[config.mk]
export PLATFORM = sky130hd
export DESIGN_NAME = burst_addr_gen
export DESIGN_NICKNAME = d
export VERILOG_FILES = /design/src/rtl/bag_pkg.sv /design/src/rtl/bag_base_reg.sv /design/src/rtl/bag_beat_ctr.sv /design/src/rtl/bag_lsb_map.sv /design/src/rtl/burst_addr_gen.sv
export SDC_FILE = /design/constraint.sdc
export NUM_CORES = 1
export LEC_CHECK = 0
export ABC_AREA = 1
export BUFFER_PORTS_ARGS = -buffer_cell sky130_fd_sc_hd__buf_2
export CORE_MARGIN = 2
export CORE_UTILIZATION = 50
export CTS_CLUSTER_DIAMETER = 100
export CTS_CLUSTER_SIZE = 20
export DETAILED_ROUTE_END_ITERATION = 8
export MAX_ROUTING_LAYER = met4
export PLACE_DENSITY = 0.83
export SLEW_MARGIN = 15
export SYNTH_ARGS = -nofsm -noshare
export SYNTH_HDL_FRONTEND = slang
export SYNTH_SLANG_ARGS = --single-unit
[constraint.sdc]
create_clock -name clk -period 3 [get_ports clk]
set_input_delay 0.6 -clock clk [delete_from_list [all_inputs] [get_ports clk]]
set_output_delay 0.6 -clock clk [all_outputs]
set_load 0.01 [all_outputs]
[src/rtl/bag_pkg.sv]
package bag_pkg;

   // log2 of the burst length; four beats by default
   localparam int unsigned BAG_BEAT_BITS = 2;

   typedef enum logic {
      BAG_ORDER_LINEAR     = 1'b0,
      BAG_ORDER_INTERLEAVE = 1'b1
   } bag_order_e;

endpackage

[src/rtl/bag_base_reg.sv]
module bag_base_reg #(
   parameter int unsigned ADDR_W = 17
) (
   input  logic              clk,
   input  logic              rst_n,
   input  logic              load_i,
   input  logic [ADDR_W-1:0] addr_i,
   output logic [ADDR_W-1:0] base_o
);

   if (ADDR_W < 1) begin : g_bad_width
      $error("bag_base_reg: ADDR_W must be positive");
   end

   always_ff @(posedge clk or negedge rst_n) begin
      if (!rst_n)
         base_o <= '0;
      else if (load_i)
         base_o <= addr_i;
   end

   // a load lands in the register on the following edge
   a_r2_capture: assert property (@(posedge clk) disable iff (!rst_n)
      load_i |=> base_o == $past(addr_i));

   // the start register is not disturbed without a load
   a_r8_base_still: assert property (@(posedge clk) disable iff (!rst_n)
      !load_i |=> $stable(base_o));

endmodule

[src/rtl/bag_beat_ctr.sv]
module bag_beat_ctr #(
   parameter int unsigned CTR_W = 2
) (
   input  logic             clk,
   input  logic             rst_n,
   input  logic             clr_i,
   input  logic             step_i,
   output logic [CTR_W-1:0] beat_o
);

   localparam logic [CTR_W-1:0] ONE  = CTR_W'(1);
   localparam logic [CTR_W-1:0] LAST = '1;

   if (CTR_W < 1 || CTR_W > 8) begin : g_bad_width
      $error("bag_beat_ctr: CTR_W out of range");
   end

   always_ff @(posedge clk or negedge rst_n) begin
      if (!rst_n)
         beat_o <= '0;
      else if (clr_i)
         beat_o <= '0;
      else if (step_i)
         beat_o <= beat_o + ONE;
   end

   // a clear wins over a simultaneous step
   a_r7_clear_first: assert property (@(posedge clk) disable iff (!rst_n)
      (clr_i && step_i) |=> beat_o == '0);

   // no step and no clear keeps the position
   a_r6_hold: assert property (@(posedge clk) disable iff (!rst_n)
      (!clr_i && !step_i) |=> $stable(beat_o));

   // stepping from the last beat returns to beat zero
   a_r5_wrap: assert property (@(posedge clk) disable iff (!rst_n)
      (!clr_i && step_i && beat_o == LAST) |=> beat_o == '0);

endmodule

[src/rtl/bag_lsb_map.sv]
module bag_lsb_map #(
   parameter int unsigned CTR_W = 2
) (
   input  logic             order_i,
   input  logic [CTR_W-1:0] start_i,
   input  logic [CTR_W-1:0] beat_i,
   output logic [CTR_W-1:0] lsb_o
);

   import bag_pkg::*;

   logic [CTR_W-1:0] lin_seq;
   logic [CTR_W-1:0] ilv_seq;

   // linear order: modulo add, carry out of the field is discarded
   assign lin_seq = start_i + beat_i;

   // interleaved order: each bit flips independently
   for (genvar b = 0; b < CTR_W; b++) begin : g_ilv_bit
      assign ilv_seq[b] = start_i[b] ^ beat_i[b];
   end

   always_comb begin
      unique case (bag_order_e'(order_i))
         BAG_ORDER_LINEAR:     lsb_o = lin_seq;
         BAG_ORDER_INTERLEAVE: lsb_o = ilv_seq;
         default:              lsb_o = ilv_seq;
      endcase
   end

   // beat zero maps to the start value in either order
   always_comb begin
      if (beat_i == '0)
         a_r4_beat0_is_start: assert (lsb_o == start_i);
   end

endmodule

[src/rtl/burst_addr_gen.sv]
module burst_addr_gen #(
   parameter int unsigned ADDR_W = 17
) (
   input  logic              clk,
   input  logic              rst_n,
   input  logic              load_i,
   input  logic [ADDR_W-1:0] addr_i,
   input  logic              adv_n_i,
   input  logic              order_i,
   output logic [ADDR_W-1:0] addr_o
);

   import bag_pkg::*;

   localparam int unsigned CTR_W = BAG_BEAT_BITS;
   localparam int unsigned UP_W  = ADDR_W - CTR_W;

   if (ADDR_W <= CTR_W) begin : g_bad_width
      $error("burst_addr_gen: ADDR_W must exceed the beat field width");
   end

   logic [ADDR_W-1:0] base_q;
   logic [CTR_W-1:0]  beat_q;
   logic [CTR_W-1:0]  lsb_w;

   bag_base_reg #(.ADDR_W(ADDR_W)) u_base (
      .clk    (clk),
      .rst_n  (rst_n),
      .load_i (load_i),
      .addr_i (addr_i),
      .base_o (base_q)
   );

   bag_beat_ctr #(.CTR_W(CTR_W)) u_beat (
      .clk    (clk),
      .rst_n  (rst_n),
      .clr_i  (load_i),
      .step_i (!adv_n_i),
      .beat_o (beat_q)
   );

   bag_lsb_map #(.CTR_W(CTR_W)) u_map (
      .order_i (order_i),
      .start_i (base_q[CTR_W-1:0]),
      .beat_i  (beat_q),
      .lsb_o   (lsb_w)
   );

   assign addr_o = {base_q[ADDR_W-1:CTR_W], lsb_w};

   // the output shows the loaded address one edge later
   a_r2_load_visible: assert property (@(posedge clk) disable iff (!rst_n)
      load_i |=> addr_o == $past(addr_i));

   // upper bits move only with a load
   a_r8_upper_fixed: assert property (@(posedge clk) disable iff (!rst_n)
      !load_i |=> addr_o[ADDR_W-1:CTR_W] == $past(addr_o[ADDR_W-1:CTR_W]));

   // a held cycle with a steady order repeats the output
   a_r6_out_hold: assert property (@(posedge clk) disable iff (!rst_n)
      (!load_i && adv_n_i) ##1 $stable(order_i) |-> $stable(addr_o));

   // while reset is asserted the output is zero
   always_comb begin
      if (!rst_n)
         a_r1_reset_zero: assert (addr_o == '0 || UP_W == 0);
   end

endmodule

Word-level counts from Yosys, hierarchy flattened --
Cells that the tools add are included.
Storage, ports and cells: bits in registers 19, logic and storage cells 11
Cells by class: add/sub/neg operators 2, eq/ne operators 1, muxes and demuxes 3, bitwise gates (word level) 3
Operators with widths (number):
- two-way mux 2 bit | 2
- case mux 2 bit (2 select lines) | 1
- adder 2 x 1 -> 2 bit, second input constant | 1
- adder 2 bit | 1
- != test 2 bit, second input constant | 1
- bitwise XOR 1 bit | 2
- inverter 1 bit | 1

Longest topological paths before layout --
word-level depth 3, mapped depth 6

Hierarchy --
A second synthesis with hierarchy kept.
Unflattened totals: cells, all modules 99, area total of the unflattened synthesis 838.3 um2
By module, submodules not included:
- bag_base_reg | times used 1, cells each 72, area each 680.7 um2
- bag_beat_ctr | times used 1, cells each 11, area each 86.3 um2
- bag_lsb_map | times used 1, cells each 15, area each 67.6 um2
- burst_addr_gen | times used 1, cells each 1, area each 3.8 um2

Least setup slack after synthesis --
Ideal clock, no wire load.
kind input-to-output, start point input order_i, end point output addr_o[1], arrival 0.862 ns, setup slack 1.538 ns, cell stages on the path 5, path buffers 0, cells stage by stage inv_1 nand2_1 nand3_1 nand2_1 inv_1
Between the ends: longest elaborated chain between the ends 2
RTL lines:
- from (decl) | RTL line burst_addr_gen.sv:9 | input logic order_i,
- inverter 1 bit | RTL line bag_lsb_map.sv:24 | unique case (bag_order_e'(order_i))
- case mux 2 bit (2 select lines) (*) | RTL line bag_lsb_map.sv:24
- to (decl) | RTL line burst_addr_gen.sv:10 | output logic [ADDR_W-1:0] addr_o
Every way passes the cells marked *; elsewhere a longest branch is shown, timed or not.

Worst setup path after layout --
start point register u_beat.beat_o[0], end point output addr_o[1]
Between the ends: longest elaborated chain between the ends 2
RTL lines:
- from (decl) | RTL line bag_beat_ctr.sv:8 | output logic [CTR_W-1:0] beat_o
- from (signal assigned) | RTL line bag_beat_ctr.sv:24 | beat_o <= beat_o + ONE;
- adder 2 bit | RTL line bag_lsb_map.sv:16 | assign lin_seq = start_i + beat_i;
- case mux 2 bit (2 select lines) | RTL line bag_lsb_map.sv:24
No other way between the ends.

==> flow_summary.toml <==
[timing]
fin_crit_ps = 1920
finalClockSkew_ps = 0.224
fin_crit_sh_pct = 64.1
worstMarginPinSlew_ps = 403
slew_headroom_pct = 73.1
report.final.setup_viol = 0
max_freq_ghz = 0.520
setup_tns_ps = 0
rsz0062_at_grt = "false"
finalMaxSlewViolations = 0
hold_violations = 0

[clock_tree]
cts_tree = "yes"
htreeDepth = 1
postCtsHoldBufs = 0
clock_latency_ps = 290
clkSinkCount = 19
cts_buffers = 3
cts-resized-gates = 0
clkTransAtPathRegs_ps = 100
cts_root_buffer = "clkbuf_4"
cts_setup_buffers = 0
max-clock-path-buffers = 2

[logic_synthesis]
yosysTopAreaCell = "dfrtp_1"
yosys.cell_count.top_type = "nand2_1"
syn_avg_cell_area_um2 = 8.45
syn_inst = 111
synth_top_area_share_pct = 50.7
syn_area_um2 = 938
synth-main-ff-cell = "dfrtp_1"
syn-num-nets = 134
synth.top_cells.by_area = "dfrtp_1, nand2_1, buf_4"
synth_edf_count = 0
yosys_warnings = 0
synth_common_cells = "nand2_1, dfrtp_1, buf_4"
yosysUniqueCellTypes = 16
yosysSeqAreaShare_pct = 50.7
synthArstFlopShare_pct = 100
synth-seq-cells = 19

[worst_setup_path]
cp_cell_sequence = "ha_1 > inv_1 > nor2_1 > nand3_1 > nand2_1 > inv_1 > buf_2"
cpMaxStageDelayCell = "dfrtp_1"
end_kind = "output port"
critical_path_buf_inv_count = 3
cp-start-kind = "register"
cp_max_fo = 5
crit_family = "flip-flops"
worst_path_most_repeated_cell = "inv_1"
critPathMaxStageDelay_ps = 420
crit_type = "reg2out"
cp_data_required_time_ps = 2400
arrival_ps = 1320

[run_status]
outcome = "finished, final reports clean"

[global_route]
antenna_found_initial = 0
grt_pass1_wl_um = 2530
grt_pass1_vias = 657
grt_remaining_overflow = 0
grt.total_usage_pct = 17.2
grt_start_max_net_pins = 20

[route]
wl_um = 1620
drt_iter0_markers = 13
drc = 0
met1_length_um = 717
detail-route-antenna-nets = 0
dr_wl_met3_um = 68
dr.max_layer_used = "met4"
via_count = 698
wl_per_cell_um = 10.2
drt-vias-per-instance = 4.39
wl_met2_um = 799
dr.pass1.iters = 4

[floorplanning]
die_x_um = 47.3
start_util_pct = 53.8
floorplan.rows = 15
io_pins = 39
die_area_mm2 = 0.00224
core_mm2 = 0.00175
die_height_um = 47.3

[placement]
post-dp-hpwl_um = 1250
gp_congestion = 0.704
io_buffers = 38

[min_path]
hp-class = "in2async"

[final_layout]
num-fill-cells = 156
drive_above_1_share_pct = 33.6
area_growth_pct = 9.73
num_antenna_cells = 0
final_nets = 158
finalCoreUtilization_pct = 59.0

[pwr]
power.density_mw_per_mm2 = 496
vdd_drop_max_mv = 0.274
p_leak_uw = 0.000615

[flow_run]
cap_violations = 0
through the flow:
step | area, um^2 | hold slack, ps | setup slack (ps) | total power [uW] | instances
2_1_floorplan | 938 | 304 | 1540 | 373 | 111
3_3_place_gp | 1000 | 449 | 1340 | 386 | 155
3_5_place_dp | 1000 | 454 | 1290 | 391 | 155
4_1_cts | 1030 | 225 | 1060 | 516 | 159
5_1_grt | 1030 | 247 | 953 | 541 | 159
6_report | 1030 | 215 | 1080 | 511 | 159
final cells by class:
| cell class | count | area, um^2 | share of cell area [%] |
|---|---|---|---|
| well taps | 25 | 31.3 | 3.04 |
| flip-flops and latches | 19 | 475 | 46.2 |
| multi-input cells | 66 | 273 | 26.5 |
| repair buffers | 38 | 190 | 18.5 |
| clock buffers | 4 | 26.3 | 2.55 |
| inverters | 7 | 33.8 | 3.28 |
worst paths after layout:
check,depth (start not counted),slack (ps),start,end
worst max-delay path,7,1080,u_beat.beat_o[0],addr_o[1]
worst min-delay path,1,220,rst_n,u_base.base_o[10]
worst max register to register,2,2250,u_beat.beat_o[0],u_beat.beat_o[1]
worst min register to register,2,480,u_base.base_o[4],u_base.base_o[4]
max in group asynchronous,1,2500,rst_n,u_base.base_o[4]
min in group clk,2,480,u_base.base_o[4],u_base.base_o[4]
sequential cells by signal, indices dropped and copies added, names as in the netlist:
signal / flops
u_beat.beat_o: 2
u_base.base_o: 17
cells by family (layout without fill, tap and decap cells):
logic type | after synthesis | after routing | synth area share [%]
and+or+nand+nor | 61 | 61 | 25.6
buffers and inverters | 26 | 49 | 20.3
DFF | 19 | 19 | 50.7
AOI/OAI and AO/OA | 4 | 4 | 2.13
adders and majority gates | 1 | 1 | 1.33
placed cells by master, fill, tap and decap left out, types with 2 or more instances in the layout:
master and count:
nor2_1 2, inv_1 6, buf_2 38, nand2_2 3, a21oi_1 2, nand2_1 53
dfrtp_1 19, nand3_1 3, clkbuf_4 3
power breakdown:
part	leakage, uW	switching, uW	internal (uW)
logic	0.000367	53.1	39.5
registers	0.000233	13.4	278
clock network	0.0000150	74.9	51.8
total	0.000615	141	369
layer usage:
metal | vias to the layer above | GRT usage, %
met5 | - | -
met4 | 0 | 11.7
met3 | 4 | 1.15
met2 | 22 | 28.6
met1 | 311 | 19.6
li1 | 361 | -
(Power assumes the default switching activity.)
